--- src/rtl/acc_cpu_pkg.sv ---
package acc_cpu_pkg;

  localparam int DATA_W = 8;
  localparam int ADDR_W = 4;

  // Fixed 16-entry operation code set.
  typedef enum logic [3:0] {
    OP_NOP   = 4'h0,
    OP_LDAC  = 4'h1,
    OP_STAC  = 4'h2,
    OP_MVAC  = 4'h3,
    OP_MOVR  = 4'h4,
    OP_JUMP  = 4'h5,
    OP_JMPZ  = 4'h6,
    OP_JMPNZ = 4'h7,
    OP_ADD   = 4'h8,
    OP_SUB   = 4'h9,
    OP_INAC  = 4'hA,
    OP_CLAC  = 4'hB,
    OP_AND   = 4'hC,
    OP_OR    = 4'hD,
    OP_XOR   = 4'hE,
    OP_NOT   = 4'hF
  } opcode_e;

  typedef enum logic [2:0] {
    ALU_ADD, ALU_SUB, ALU_AND, ALU_OR, ALU_XOR, ALU_NOT, ALU_INC, ALU_ZERO
  } alu_op_e;

  typedef enum logic [1:0] {
    AC_FROM_ALU, AC_FROM_MEM, AC_FROM_REG
  } ac_src_e;

  typedef enum logic [1:0] {
    BR_NONE, BR_ALWAYS, BR_IF_Z, BR_IF_NZ
  } br_e;

  typedef struct packed {
    logic    ac_load;
    ac_src_e ac_src;
    alu_op_e alu_op;
    logic    r_load;
    logic    dm_we;
    br_e     br;
  } ctrl_t;

endpackage

--- src/rtl/acc_cpu_alu.sv ---
module acc_cpu_alu
  import acc_cpu_pkg::*;
#(
  parameter int W = 8
) (
  input  logic [W-1:0] a,
  input  logic [W-1:0] b,
  input  alu_op_e      op,
  output logic [W-1:0] y
);

  always_comb begin
    unique case (op)
      ALU_ADD:  y = a + b;
      ALU_SUB:  y = a - b;
      ALU_AND:  y = a & b;
      ALU_OR:   y = a | b;
      ALU_XOR:  y = a ^ b;
      ALU_NOT:  y = ~a;
      ALU_INC:  y = a + W'(1);
      ALU_ZERO: y = '0;
      default:  y = '0;
    endcase
  end

endmodule

--- src/rtl/acc_cpu_ram.sv ---
module acc_cpu_ram #(
  parameter int W  = 8,
  parameter int AW = 4
) (
  input  logic          clk,
  input  logic          we,
  input  logic [AW-1:0] waddr,
  input  logic [W-1:0]  wdata,
  input  logic [AW-1:0] raddr,
  output logic [W-1:0]  rdata
);

  localparam int DEPTH = 1 << AW;

  logic [W-1:0] mem_q [DEPTH];

  always_ff @(posedge clk) begin
    if (we) mem_q[waddr] <= wdata;
  end

  assign rdata = mem_q[raddr];

endmodule

--- src/rtl/acc_cpu_ctrl.sv ---
module acc_cpu_ctrl
  import acc_cpu_pkg::*;
(
  input  opcode_e op,
  output ctrl_t   ctl
);

  localparam int NCODES = 16;

  logic [NCODES-1:0] hot;

  // One-hot 4-to-16 decode of the operation code.
  for (genvar i = 0; i < NCODES; i++) begin : g_dec
    assign hot[i] = (4'(op) == 4'(i));
  end

  always_comb begin
    ctl.ac_load = hot[OP_LDAC] | hot[OP_MOVR] | hot[OP_ADD]  | hot[OP_SUB] |
                  hot[OP_INAC] | hot[OP_CLAC] | hot[OP_AND]  | hot[OP_OR]  |
                  hot[OP_XOR]  | hot[OP_NOT];
    ctl.r_load  = hot[OP_MVAC];
    ctl.dm_we   = hot[OP_STAC];

    if (hot[OP_LDAC])      ctl.ac_src = AC_FROM_MEM;
    else if (hot[OP_MOVR]) ctl.ac_src = AC_FROM_REG;
    else                   ctl.ac_src = AC_FROM_ALU;

    if (hot[OP_SUB])       ctl.alu_op = ALU_SUB;
    else if (hot[OP_AND])  ctl.alu_op = ALU_AND;
    else if (hot[OP_OR])   ctl.alu_op = ALU_OR;
    else if (hot[OP_XOR])  ctl.alu_op = ALU_XOR;
    else if (hot[OP_NOT])  ctl.alu_op = ALU_NOT;
    else if (hot[OP_INAC]) ctl.alu_op = ALU_INC;
    else if (hot[OP_CLAC]) ctl.alu_op = ALU_ZERO;
    else                   ctl.alu_op = ALU_ADD;

    if (hot[OP_JUMP])       ctl.br = BR_ALWAYS;
    else if (hot[OP_JMPZ])  ctl.br = BR_IF_Z;
    else if (hot[OP_JMPNZ]) ctl.br = BR_IF_NZ;
    else                    ctl.br = BR_NONE;
  end

endmodule

--- src/rtl/acc_cpu.sv ---
module acc_cpu
  import acc_cpu_pkg::*;
#(
  parameter int DATA_W = acc_cpu_pkg::DATA_W,
  parameter int ADDR_W = acc_cpu_pkg::ADDR_W
) (
  input  logic              clk,
  input  logic              rst_n,
  input  logic              load_en,
  input  logic              load_imem,
  input  logic [ADDR_W-1:0] load_addr,
  input  logic [DATA_W-1:0] load_data,
  output logic [DATA_W-1:0] ac_o,
  output logic [ADDR_W-1:0] pc_o,
  output logic [ADDR_W-1:0] dm_addr_o,
  output logic [DATA_W-1:0] dm_wdata_o,
  output logic              dm_we_o
);

  localparam int OP_W = DATA_W - ADDR_W;

  // Reset release synchronizer. run_q duplicates the last stage so the
  // datapath never uses the net that drives the asynchronous clears.
  logic [1:0] rst_sync_q;
  logic       core_rst_n;
  logic       run_q;

  always_ff @(posedge clk or negedge rst_n) begin
    if (!rst_n) begin
      rst_sync_q <= '0;
      run_q      <= 1'b0;
    end else begin
      rst_sync_q <= {rst_sync_q[0], 1'b1};
      run_q      <= rst_sync_q[0];
    end
  end

  assign core_rst_n = rst_sync_q[1];

  // Architectural state.
  logic [ADDR_W-1:0] pc_q, pc_d;
  logic [DATA_W-1:0] ac_q, ac_d;
  logic [DATA_W-1:0] r_q;
  logic              z_q, z_d;

  // Fetch and decode.
  logic [DATA_W-1:0] instr;
  logic [ADDR_W-1:0] field;
  opcode_e           op;
  ctrl_t             ctl;

  acc_cpu_ram #(.W(DATA_W), .AW(ADDR_W)) u_imem (
    .clk   (clk),
    .we    (load_en & load_imem),
    .waddr (load_addr),
    .wdata (load_data),
    .raddr (pc_q),
    .rdata (instr)
  );

  assign field = instr[ADDR_W-1:0];
  assign op    = opcode_e'(instr[DATA_W-1 -: OP_W]);

  acc_cpu_ctrl u_ctrl (
    .op  (op),
    .ctl (ctl)
  );

  // Data memory: preload port has priority, core store gated until run.
  logic              core_we;
  logic              dmem_we;
  logic [ADDR_W-1:0] dmem_waddr;
  logic [DATA_W-1:0] dmem_wdata;
  logic [DATA_W-1:0] dmem_rdata;

  assign core_we    = ctl.dm_we & run_q;
  assign dmem_we    = (load_en & ~load_imem) | core_we;
  assign dmem_waddr = load_en ? load_addr : field;
  assign dmem_wdata = load_en ? load_data : ac_q;

  acc_cpu_ram #(.W(DATA_W), .AW(ADDR_W)) u_dmem (
    .clk   (clk),
    .we    (dmem_we),
    .waddr (dmem_waddr),
    .wdata (dmem_wdata),
    .raddr (field),
    .rdata (dmem_rdata)
  );

  // Execute.
  logic [DATA_W-1:0] alu_y;
  logic              taken;

  acc_cpu_alu #(.W(DATA_W)) u_alu (
    .a  (ac_q),
    .b  (r_q),
    .op (ctl.alu_op),
    .y  (alu_y)
  );

  always_comb begin
    unique case (ctl.ac_src)
      AC_FROM_MEM: ac_d = dmem_rdata;
      AC_FROM_REG: ac_d = r_q;
      default:     ac_d = alu_y;
    endcase
    z_d = (ac_d == '0);

    unique case (ctl.br)
      BR_ALWAYS: taken = 1'b1;
      BR_IF_Z:   taken = z_q;
      BR_IF_NZ:  taken = ~z_q;
      default:   taken = 1'b0;
    endcase
    pc_d = taken ? field : pc_q + ADDR_W'(1);
  end

  always_ff @(posedge clk or negedge core_rst_n) begin
    if (!core_rst_n) begin
      pc_q <= '0;
      ac_q <= '0;
      r_q  <= '0;
      z_q  <= 1'b0;
    end else begin
      pc_q <= pc_d;
      if (ctl.ac_load) begin
        ac_q <= ac_d;
        z_q  <= z_d;
      end
      if (ctl.r_load) r_q <= ac_q;
    end
  end

  assign ac_o       = ac_q;
  assign pc_o       = pc_q;
  assign dm_addr_o  = field;
  assign dm_wdata_o = ac_q;
  assign dm_we_o    = core_we;


  reset_state_chk: assert property (@(posedge clk) disable iff (!rst_n)
    $rose(run_q) |-> (pc_q == '0 && ac_q == '0 && !dm_we_o));


  add_result_chk: assert property (@(posedge clk) disable iff (!run_q)
    (op == OP_ADD) |=> (ac_q == DATA_W'($past(ac_q) + $past(r_q))));


  store_only_chk: assert property (@(posedge clk) disable iff (!run_q)
    dm_we_o |-> (op == OP_STAC));


  jump_target_chk: assert property (@(posedge clk) disable iff (!run_q)
    (op == OP_JUMP) |=> (pc_q == $past(field)));


  zero_hold_chk: assert property (@(posedge clk) disable iff (!run_q)
    (op inside {OP_NOP, OP_STAC, OP_MVAC, OP_JUMP, OP_JMPZ, OP_JMPNZ}) |=> $stable(z_q));


  seq_pc_chk: assert property (@(posedge clk) disable iff (!run_q)
    !(op inside {OP_JUMP, OP_JMPZ, OP_JMPNZ}) |=> (pc_q == ADDR_W'($past(pc_q) + 1)));

endmodule

--- config.mk ---
export PLATFORM = sky130hd
export DESIGN_NAME = acc_cpu
export DESIGN_NICKNAME = d
export VERILOG_FILES = /design/src/rtl/acc_cpu_pkg.sv /design/src/rtl/acc_cpu_alu.sv /design/src/rtl/acc_cpu_ram.sv /design/src/rtl/acc_cpu_ctrl.sv /design/src/rtl/acc_cpu.sv
export SDC_FILE = /design/constraint.sdc
export NUM_CORES = 1
export LEC_CHECK = 0
export ABC_AREA = 1
export BUFFER_PORTS_ARGS = -buffer_cell sky130_fd_sc_hd__buf_2
export CORE_MARGIN = 2
export CORE_UTILIZATION = 30
export CTS_BUF_LIST = sky130_fd_sc_hd__clkbuf_8
export DETAILED_ROUTE_END_ITERATION = 10
export PLACE_DENSITY = 0.46
export SKIP_CTS_REPAIR_TIMING = 1
export SYNTH_ARGS = -nofsm -noshare
export SYNTH_HDL_FRONTEND = slang
export SYNTH_HIERARCHICAL = 1
export SYNTH_SLANG_ARGS = --single-unit
--- constraint.sdc ---
create_clock -name clk -period 4.95 [get_ports clk]
set_input_delay 0.7425 -clock clk [delete_from_list [all_inputs] [get_ports clk]]
set_output_delay 0.7425 -clock clk [all_outputs]
set_load 0.02 [all_outputs]
==> results of run 1 <==
==> report_power, final <==
part	leakage (nW)	total, mW	switching [mW]	internal (mW)
logic	3.62	5.78	4.00	1.77
clock network	0.570	2.21	0.983	1.23
registers	2.60	3.01	0.199	2.81
total	6.79	11.0	5.19	5.82
==> cell usage in the layout, fill, tap and decap left out, drive strengths merged <==
master | synthesis | final
nand2 | 468 | 468
inv | 252 | 267
edfxtp | 256 | 256
nand3 | 221 | 221
buf | 60 | 55
clkbuf | 3 | 51
nor2 | 50 | 50
ha | 27 | 27
o21ai | 24 | 24
dfrtp | 23 | 23
clkinv | 1 | 21
a21oi | 16 | 16
or2 | 8 | 8
mux2 | 7 | 7
xor2 | 5 | 5
bufinv | 0 | 5
nor3 | 5 | 5
o221ai | 5 | 5
nand3b | 5 | 5
a22oi | 3 | 3
o2111ai | 3 | 3
a31oi | 3 | 3
clkinvlp | 0 | 2
dlygate4sd3 | 0 | 1
conb | 1 | 1
o21bai | 1 | 1
xnor2 | 1 | 1
nand4 | 1 | 1
fa | 1 | 1
==> sequential cells by signal (all words and copies together), names as in the netlist <==
register and count:
pc_o 4, z_q 1, rst_sync_q 2, ac_o 8, u_imem/mem_q 128, u_dmem/mem_q 128, r_q 8
==> cells in the mapped netlist <==
cell type  count
nand2_1      467
o21ai_1        1
xor2_1         5
a31oi_1        3
o21ai_0       23
nand3_1      220
nor2_1        47
buf_4         16
nor2_2         1
or2_0          3
a21oi_1       16
o221ai_1       5
nand2_2        1
buf_1          3
clkinv_1       1
o21bai_1       1
inv_1        242
inv_2         10
nor3_1         5
nand4_1        1
buf_2         28
nor2_4         2
edfxtp_1     256
fa_1           1
o2111ai_1      3
or2_2          5
conb_1         1
xnor2_1        1
buf_6         13
dfrtp_1       23
a22oi_1        3
clkbuf_1       3
nand3_2        1
nand3b_1       5
mux2_2         7
ha_1          27
==> cells by family after synthesis <==
family / count (synthesis) / synth area share (%)
fa+ha+maj: 28 / 2.62
compound gates: 55 / 2.34
xor+xnor: 6 / 0.385
simple gates: 758 / 23.4
buf+inv: 316 / 10.1
mux: 7 / 0.578
flops: 279 / 60.5
other cells: 1 / 0.0275
==> per-layer routing <==
| metal | GRT usage, % | vias to the layer above |
|---|---|---|
| met3 | 2.59 | 63 |
| met5 | 0 | - |
| met4 | 5.00 | 0 |
| met2 | 25.2 | 238 |
| met1 | 21.6 | 4618 |
| li1 | - | 4782 |
==> path summary, 6_finish.rpt <==
check / from / end / cells past startpoint
setup / recovery: pc_o[0] / z_q / 30
max in group asynchronous: rst_n / rst_sync_q[0] / 2
min in group clk: rst_sync_q[0] / rst_sync_q[1] / 0
setup reg to reg: pc_o[0] / z_q / 30
hold reg to reg: rst_sync_q[1] / ac_o[6] / 1
hold / removal: rst_sync_q[1] / ac_o[6] / 1
==> through the flow <==
stage / power (mW) / instance area (sq um) / cells / hold slack (ns) / setup WS [ns]
4_1_cts: 11.1 / 15300 / 2135 / -0.128 / 0.666
5_1_grt: 11.9 / 15400 / 2136 / 0.257 / 0.203
3_5_place_dp: 8.87 / 14300 / 2042 / 0.254 / 0.667
6_report: 11.0 / 15400 / 2136 / 0.222 / 0.668
3_3_place_gp: 8.85 / 14300 / 2042 / 0.254 / 0.691
2_1_floorplan: 7.28 / 13600 / 1450 / 0.276 / 1.25
==> cell type report <==
class,instances,area (sq um),share of cell area [%]
clock buffers,51,702,4.57
clock inverters,42,320,2.09
inverters,253,950,6.18
multi-input cells,855,4010,26.1
flip-flops and latches,279,8260,53.8
well taps,600,751,4.89
repair buffers,56,360,2.35
==> metrics, run 1 <==
outcome=finished, final reports clean; Die H=217 microns; DP Wirelength=between 20000 and 25000 microns; maxcap violations=0; largest net degree at the start of global routing=69; Synth area leader=edfxtp_1; final hold viol count=0; layout cells sized above 1=9.96%; Routed WL=36400 microns; Routed WL per cell=17.1 microns; worst-path fanout max=32; Worst-Margin Slew=about 0.94 ns; Reg clk slew, reported paths=0.06 ns; maximum clock insertion buffer count=3; I/O pin cnt=roughly 40; PD cells=716 mW/mm^2; total inserted antenna cells=0; antenna-violating nets left=0; Final setup viols=0; fin util=34.0%; RSZ-0062 raised after global routing=false; Peak supply drop=0.384 mV; GRT Residual Overflow=0; GRT Overall Usage=15.7%; critical path type=reg2reg; routed wire length on met2=roughly 17000 microns; Final Skew=between 0.04 and 0.05 ns; Die Area=between 0.04 and 0.05 sq mm; FF+latch count, synth=about 280; H-tree depth=2; Final min period=4.28 ns; drt first-iter violations=671; reg2reg setup slack=0.67 ns; crit path DAT=4.83 ns; sequential fraction of the synthesis area=60.5%; fill count=approximately 4600; vias per cell=4.54; total CTS buffers=50; CTS tree=done; Critical Path Slowest Stage Cell=dfrtp_2; CP delay by family, top=simple AND/OR/NAND/NOR gates; synth unique cells=36; Synth Warn #=6; syn avg cell area=approximately 9.4 sq um; row count=slightly below 80; clock root buffer=clkbuf_8; post-synth top area share=56.3%; Worst path max stage delay=approximately 0.42 ns; Slew Viols, Final=0; LEAKAGE=6.79 nW; antenna violations before repair=0; via count=9701; Worst-Skew Late Latency=0.61 ns; Min-Delay Path Class=reg2async; cell count after synthesis=1450; first-pass GRT wire length=56300 microns; CTS Sinks=roughly 280; Setup TNS=0 ns; post-synthesis cell area=0.0136 sq mm; Final #Nets=1539; Slew HR=between 30 and 40%; synthesis-to-finish area growth=12.5%; Die Wd=around 220 microns; vias in the first global route=9471; Top cell by count, worst path=nand2_1; WP data required=around 5.5 ns; CP Buf/Inv Count=4; Peak Freq=234 MHz; Remaining DRCs=0; Max Used Layer=met4; Final Wtd Congestion=about 0.84; IO buf count=40; startpoint types=register; Core Region=about 0.045 sq mm; top cells by area, synth=edfxtp_1, nand2_1, nand3_1; Worst Setup End Kind=register; crit share post-route=about 87%; 1st-pass router iterations=5; syn_nets=1494; starting density of the core=30.2%; met1 wire length=17100 microns; WL met3=roughly 1800 microns
(Power assumes the default switching activity.)
==> inputs of run 2 (changes only) <==
- BUFFER_PORTS_ARGS: -buffer_cell sky130_fd_sc_hd__buf_2 -> -buffer_cell sky130_fd_sc_hd__buf_4
- CORE_UTILIZATION: 30 -> 45
- PLACE_DENSITY: 0.46 -> 0.63
==> run 2 against run 1 <==
Against the previous run: wire length is 11% lower; maximum frequency is 2.7% lower; core utilization is 16 points higher; global-route usage is 5.3 points higher; non-clock buffer count is 1 lower; hold slack worse by 0.0072 ns; critical path depth stayed put; clock skew is 0.0025 ns higher; clock power is 17% lower; critical endpoint unchanged.
==> metrics, run 2 (same netlist as run 1, synthesis figures left out) <==
outcome=finished, final reports clean; final hold viol count=0 (unchanged); cell area after layout=0.0150 sq mm (-2.4%); Peak supply drop=0.656 mV (+71%); Top cell by count, worst path=nand2_1; Routed WL per cell=17.0 microns (-0.29%); DP Wirelength=20300 microns (-12%); commonest non-fill, non-tap cell in the layout=nand2_1; IO buf count=40 (unchanged); critical path type=reg2reg; GRT Residual Overflow=0 (unchanged); fill count=2742 (-41%); Critical R2R Capture=z_q; H-tree depth=2 (unchanged); Critical Path Slowest Stage Cell=dfrtp_2; I/O pin cnt=41 (unchanged); crit share post-route=88.9% (+2.4 points); vias per cell=5.10 (+12%); placed insts=1831 (-10%); largest net degree at the start of global routing=69 (unchanged); combinational share of power=54.1% (+1.6 points); drt first-iter violations=849 (+27%); biggest regs=u_dmem/mem_q: 128 flops, u_imem/mem_q: 128 flops; fin cells=1917 (-10%); Final #Nets=1535 (-0.26%); antenna-violating nets left=0 (unchanged); Final setup viols=0 (unchanged); Final Skew=0.0438 ns (+0.00252 ns); Core Region=0.0297 sq mm (-34%); Slew Viols, Final=0 (unchanged); startpoint types=register; 1st-pass router iterations=5 (unchanged); reg2reg setup slack=0.55 ns (-0.12 ns); CTS Sinks=279 (unchanged); Setup TNS=0 ns (unchanged); starting density of the core=45.9% (+16 points); switching share of power=47.5% (+0.34 points); antenna violations before repair=0 (unchanged); Final Wtd Congestion=0.912 (+8.6%); Worst-Skew Late Latency=0.57 ns (-0.04 ns); Die H=178 microns (-18%); layout cells sized above 1=9.04% (-0.92 points); hold slack=0.215 ns (-0.00717 ns); sequential share of power=28.5% (+1.1 points); maxcap violations=0 (unchanged); Slew HR=21.3% (-16 points); LEAKAGE=6.71 nW (-1.2%); via count=9780 (+0.81%); Peak Freq=227 MHz (-2.7%); Worst path max stage delay=0.43 ns (about the same); PD cells=706 mW/mm^2 (-1.4%); Reg area=0.00826 sq mm (unchanged); total inserted antenna cells=0 (unchanged); placed instance area=0.0141 sq mm (-1.4%); Remaining DRCs=0 (unchanged); Reg clk slew, reported paths=0.06 ns (about the same); first-pass GRT wire length=50800 microns (-9.8%); Final min period=4.40 ns (+0.118 ns); maximum clock insertion buffer count=3 (unchanged); WP data required=5.44 ns (-0.06 ns); Worst Setup SP=pc_o[0]; Worst-Margin Slew=1.18 ns (+0.241 ns); RSZ-0062 raised after global routing=false; reg2reg start=pc_o[0]; most frequent cells in the layout=nand2_1, edfxtp_1, inv_1; switching power=5.02 mW (-3.1%); synthesis-to-finish area growth=9.77%; Min-Delay Path Class=reg2async; clock power share=17.4% (-2.7 points); worst-path fanout max=24 (-25%); clock root buffer=clkbuf_8; crit path DAT=4.89 ns (+0.06 ns); row count=63 (-19%); Die Area=0.0317 sq mm (-33%); Worst Setup End Kind=register; Routed WL=32600 microns (-11%); GRT Overall Usage=21.0% (+5.3 points); worst reg-to-reg path cell count=30 (unchanged); total CTS buffers=47 (-6.0%); CTS tree=done; vias in the first global route=9226 (-2.6%); Cell Int Power=5.56 mW (-4.4%); Die Wd=178 microns (-18%); area of the multi-input gates=0.00401 sq mm (unchanged)
run 2: cell types whose count changed in the layout (fill, tap and decap cells not counted), moves of 2 or more:
cell	previous run	this run
buf_12	3	1
buf_2	40	0
buf_4	12	53
bufinv_16	5	0
clkinv_1	12	19
clkinv_2	9	3
clkinvlp_4	2	0
run 2: critical path, delay by kind of cell (launching register included):
kind | cells | cell delay [ns]
adders and majority gates | 1 | 0.29
buffers and inverters | 4 | 0.76
and+or+nand+nor | 21 | 2.05
AOI/OAI and AO/OA | 4 | 0.82
DFF | 1 | 0.43
run 2: cell type report:
| cell class | instances | share of cell area, % |
|---|---|---|
| flip-flops and latches | 279 | 55.2 |
| multi-input cells | 855 | 26.8 |
| inverters | 253 | 6.34 |
| clock buffers | 50 | 4.59 |
| well taps | 390 | 3.26 |
| repair buffers | 55 | 2.86 |
| clock inverters | 35 | 1.04 |
run 2: routing by layer:
metal	track usage, %	part of all wire, %	wire length [microns]
met3	3.41	7.1	2310
met2	33.9	47	15200
met5	0	0	0
met1	29.3	44	14400
met4	6.39	1.9	618
run 2: metrics by stage:
| stage | utilization, % | worst slack, ns | power, mW |
|---|---|---|---|
| 6_report | 50.4 | 0.550 | 10.6 |
| 5_1_grt | 50.4 | 0.124 | 11.4 |
| 4_1_cts | 50.4 | 0.565 | 10.6 |
| 3_5_place_dp | 47.5 | 0.598 | 8.73 |
| 3_3_place_gp | 47.5 | 0.705 | 8.67 |
| 2_1_floorplan | - | 1.25 | 7.28 |
run 2: power by group through the flow:
stage | clock network [mW] | logic (mW) | registers [mW]
6_report | 1.84 | 5.73 | 3.02
3_3_place_gp | 0 | 5.61 | 3.07
5_1_grt | 1.98 | 6.42 | 3.04
2_1_floorplan | 0 | 4.24 | 3.04
4_1_cts | 1.89 | 5.68 | 3.02
3_5_place_dp | 0 | 5.66 | 3.07
run 2: worst max-delay path by stage:
| stage | end | slack, ns | depth (start not counted) |
|---|---|---|---|
| after global routing | z_q | 0.12 | 30 |
| after CTS | z_q | 0.57 | 30 |
| final | z_q | 0.55 | 30 |
| after global placement | z_q | 0.70 | 30 |
| after floorplan | z_q | 1.25 | 30 |
| after detailed placement | z_q | 0.60 | 30 |
==> inputs of run 3 (changes only) <==
- ABC_AREA: 1 -> 0
- CORE_UTILIZATION: 45 -> 38
- PLACE_DENSITY: 0.63 -> 0.55
==> run 3 against run 2 <==
Against the previous run: core utilization shrank 6.5 points; clock power is essentially flat; critical path depth fell by 10; area after synthesis is 9.1% lower; register-to-register slack got worse by 0.33 ns; clock skew down 0.016 ns; combinational power fell by 13%; via count fell by 30%; highest routed layer unchanged.
==> metrics, run 3 <==
post-synth top area share=62.0% (+5.6 points); antenna-violating nets left=0 (unchanged); met2 Use GR=28.5% (-5.4 points); outcome=finished, final reports clean; global-route met3 utilization=3.10% (-0.31 points); GRT Overall Usage=16.8% (-4.2 points); final setup margin=0.224 ns (-0.326 ns); IO buf count=40 (unchanged); Reg clk slew, reported paths=0.07 ns (about the same); Final Wtd Congestion=0.833 (-8.6%); vias in the first global route=6944 (-25%); via count=6821 (-30%); synth unique cells=53 (+47%); CTS Sinks=279 (unchanged); commonest non-fill, non-tap cell in the layout=edfxtp_1; Slew Viols, Final=0 (unchanged); Die Wd=185 microns (+3.7%); Worst path max stage delay=0.55 ns (+0.12 ns); crit share post-route=95.5% (+6.6 points); Die H=185 microns (+3.7%); post-synthesis cell area=0.0124 sq mm (-9.1%); antenna violations before repair=0 (unchanged); first-pass GRT wire length=42200 microns (-17%); Peak supply drop=0.244 mV (-63%); layout cells sized above 1=26.6% (+18 points); PD cells=698 mW/mm^2 (-1.1%); Synth area leader=edfxtp_1; I/O pin cnt=41 (unchanged); top cells by area, synth=edfxtp_1, mux4_2, mux4_1; placed instance area=0.0132 sq mm (-6.3%); post-place setup slack=0.0194 ns (-0.579 ns); most frequent cells in the layout=edfxtp_1, buf_4, clkbuf_8; synthesis-to-finish area growth=14.5%; Worst Setup End Kind=register; Core Region=0.0324 sq mm (+8.9%); fill count=2879 (+5.0%); ys flop type=edfxtp_1; critical path type=reg2reg; Final min period=4.73 ns (+0.326 ns); GR peak layer=met2; ys async rst share=8.24% (unchanged); reg2reg setup slack=0.22 ns (-0.33 ns); area of the multi-input gates=0.00379 sq mm (-5.5%); number of synthesized flops with an enable pin=256 (unchanged); LEAKAGE=5.01 nW (-25%); worst-path fanout max=9 (-63%); drt first-iter violations=458 (-46%); GRT Residual Overflow=0 (unchanged); Worst-Margin Slew=1.06 ns (-0.118 ns); starting density of the core=38.3% (-7.6 points); crit path DAT=5.21 ns (+0.32 ns); top-count cell post-synth=edfxtp_1; 1st-pass router iterations=5 (unchanged); Critical Path Slowest Stage Cell=mux4_1; syn avg cell area=17.3 sq um (+84%); clock root buffer=clkbuf_8; Reg area=0.00827 sq mm (about the same); biggest regs=u_dmem/mem_q: 128 flops, u_imem/mem_q: 128 flops; H-tree depth=2 (unchanged); RSZ-0062 raised after global routing=false; Min-Delay Path Class=reg2async; CP Capture Point=z_q; FF+latch count, synth=279 (unchanged); Worst Setup SP=pc_o[0]; CTS tree=done; vias per cell=5.33 (+4.5%); row count=66 (+4.8%); largest net degree at the start of global routing=36 (-48%); worst reg-to-reg path cell count=20 (-33%); Worst-Skew Late Latency=0.55 ns (-0.02 ns); Peak Freq=212 MHz (-6.9%); maxcap violations=0 (unchanged); Remaining DRCs=0 (unchanged); final hold viol count=0 (unchanged); crit-path cells=buf_4 -> mux4_1 -> a22oi_2 -> nand2_2 -> xor2_1 -> and2_1 -> or3b_4 -> or3_1 -> a21oi_1 -> ha_1 -> a21o_1 -> a21oi_2 -> o21bai_1 -> a21oi_1 -> xor2_1 -> o22ai_1 -> nand2_1 -> o21ai_0 -> nor4_1 -> a31o_1; reg2reg start=pc_o[0]; startpoint types=register; Slew HR=29.0% (+7.7 points); Synth Warn #=6 (unchanged); Critical R2R Capture=z_q; DP Wirelength=18600 microns (-8.6%); fin cells=1279 (-33%); total inserted antenna cells=0 (unchanged); Final #Nets=846 (-45%); Setup TNS=0 ns (unchanged); Final setup viols=0 (unchanged); GR Util met1=22.2% (-7.0 points); Final Skew=0.0274 ns (-0.0164 ns); cell count after synthesis=715 (-51%); sequential fraction of the synthesis area=66.6% (+6.1 points); total CTS buffers=44 (-6.4%); Routed WL=28300 microns (-13%); syn_nets=759 (-49%); placed insts=1187 (-35%); cell area after layout=0.0142 sq mm (-5.2%); maximum clock insertion buffer count=3 (unchanged); fin util=43.9% (-6.5 points); WP data required=5.43 ns (about the same); most frequent cells after synthesis=edfxtp_1, nor2_1, a22oi_1; Die Area=0.0341 sq mm (+7.5%); Routed WL per cell=22.1 microns (+30%)
[run 3: power breakdown]
group / switching [mW] / leakage (nW) / internal [mW]
Sequential: 0.227 / 2.60 / 2.84
Combinational: 2.80 / 1.92 / 2.21
Clock: 0.866 / 0.491 / 0.973
[run 3: layout make-up]
class                           count  area share [%]
Clock buffer                       46            4.46
Clock inverter                     35            1.45
Inverter                           23           0.608
Multi-Input combinational cell    371            26.7
Sequential cell                   279            58.2
Tap cell                          442            3.89
Timing Repair Buffer               83            4.70
[run 3: worst min path at each step]
stage                        from             to  depth (start not counted)
finish              rst_sync_q[1]         r_q[0]                          1
floorplan           rst_sync_q[1]        ac_o[0]                          0
global route        rst_sync_q[1]         r_q[0]                          1
detailed placement  rst_sync_q[1]         r_q[6]                          1
global placement    rst_sync_q[1]         r_q[6]                          1
CTS                         rst_n  rst_sync_q[1]                          1
[run 3: through the flow]
stage	power, mW	hold slack [ns]
2_1_floorplan	6.66	0.272
3_3_place_gp	7.92	0.232
3_5_place_dp	8.01	0.236
4_1_cts	9.87	-0.0545
5_1_grt	10.5	0.262
6_report	9.92	0.213
[run 3: kinds of logic after synthesis]
logic type               share of synthesized area (%)
other                                           0.0302
flip-flops                                        66.6
AND/OR/NAND/NOR                                   5.09
AO/OA/AOI/OAI                                     5.83
XOR/XNOR                                          1.19
buffers and inverters                             3.19
multiplexers                                      15.2
adder cells (fa/ha/maj)                           2.88
[run 3: per-layer routing]
metal | wire, microns | part of all wire (%) | vias to the layer above
met5 | 0 | 0 | -
met4 | 595 | 2.1 | 0
met3 | 1510 | 5.3 | 50
met2 | 14000 | 49 | 196
met1 | 12200 | 43 | 3533
li1 | - | - | 3042
[run 3: critical path: cells and delay by family (launching register included)]
kind	cells	cell delay (ns)
adder cells (fa/ha/maj)	1	0.28
flip-flops	1	0.49
buffers and inverters	1	0.13
XOR/XNOR	2	0.32
AO/OA/AOI/OAI	9	1.46
multiplexers	1	0.55
AND/OR/NAND/NOR	6	1.41
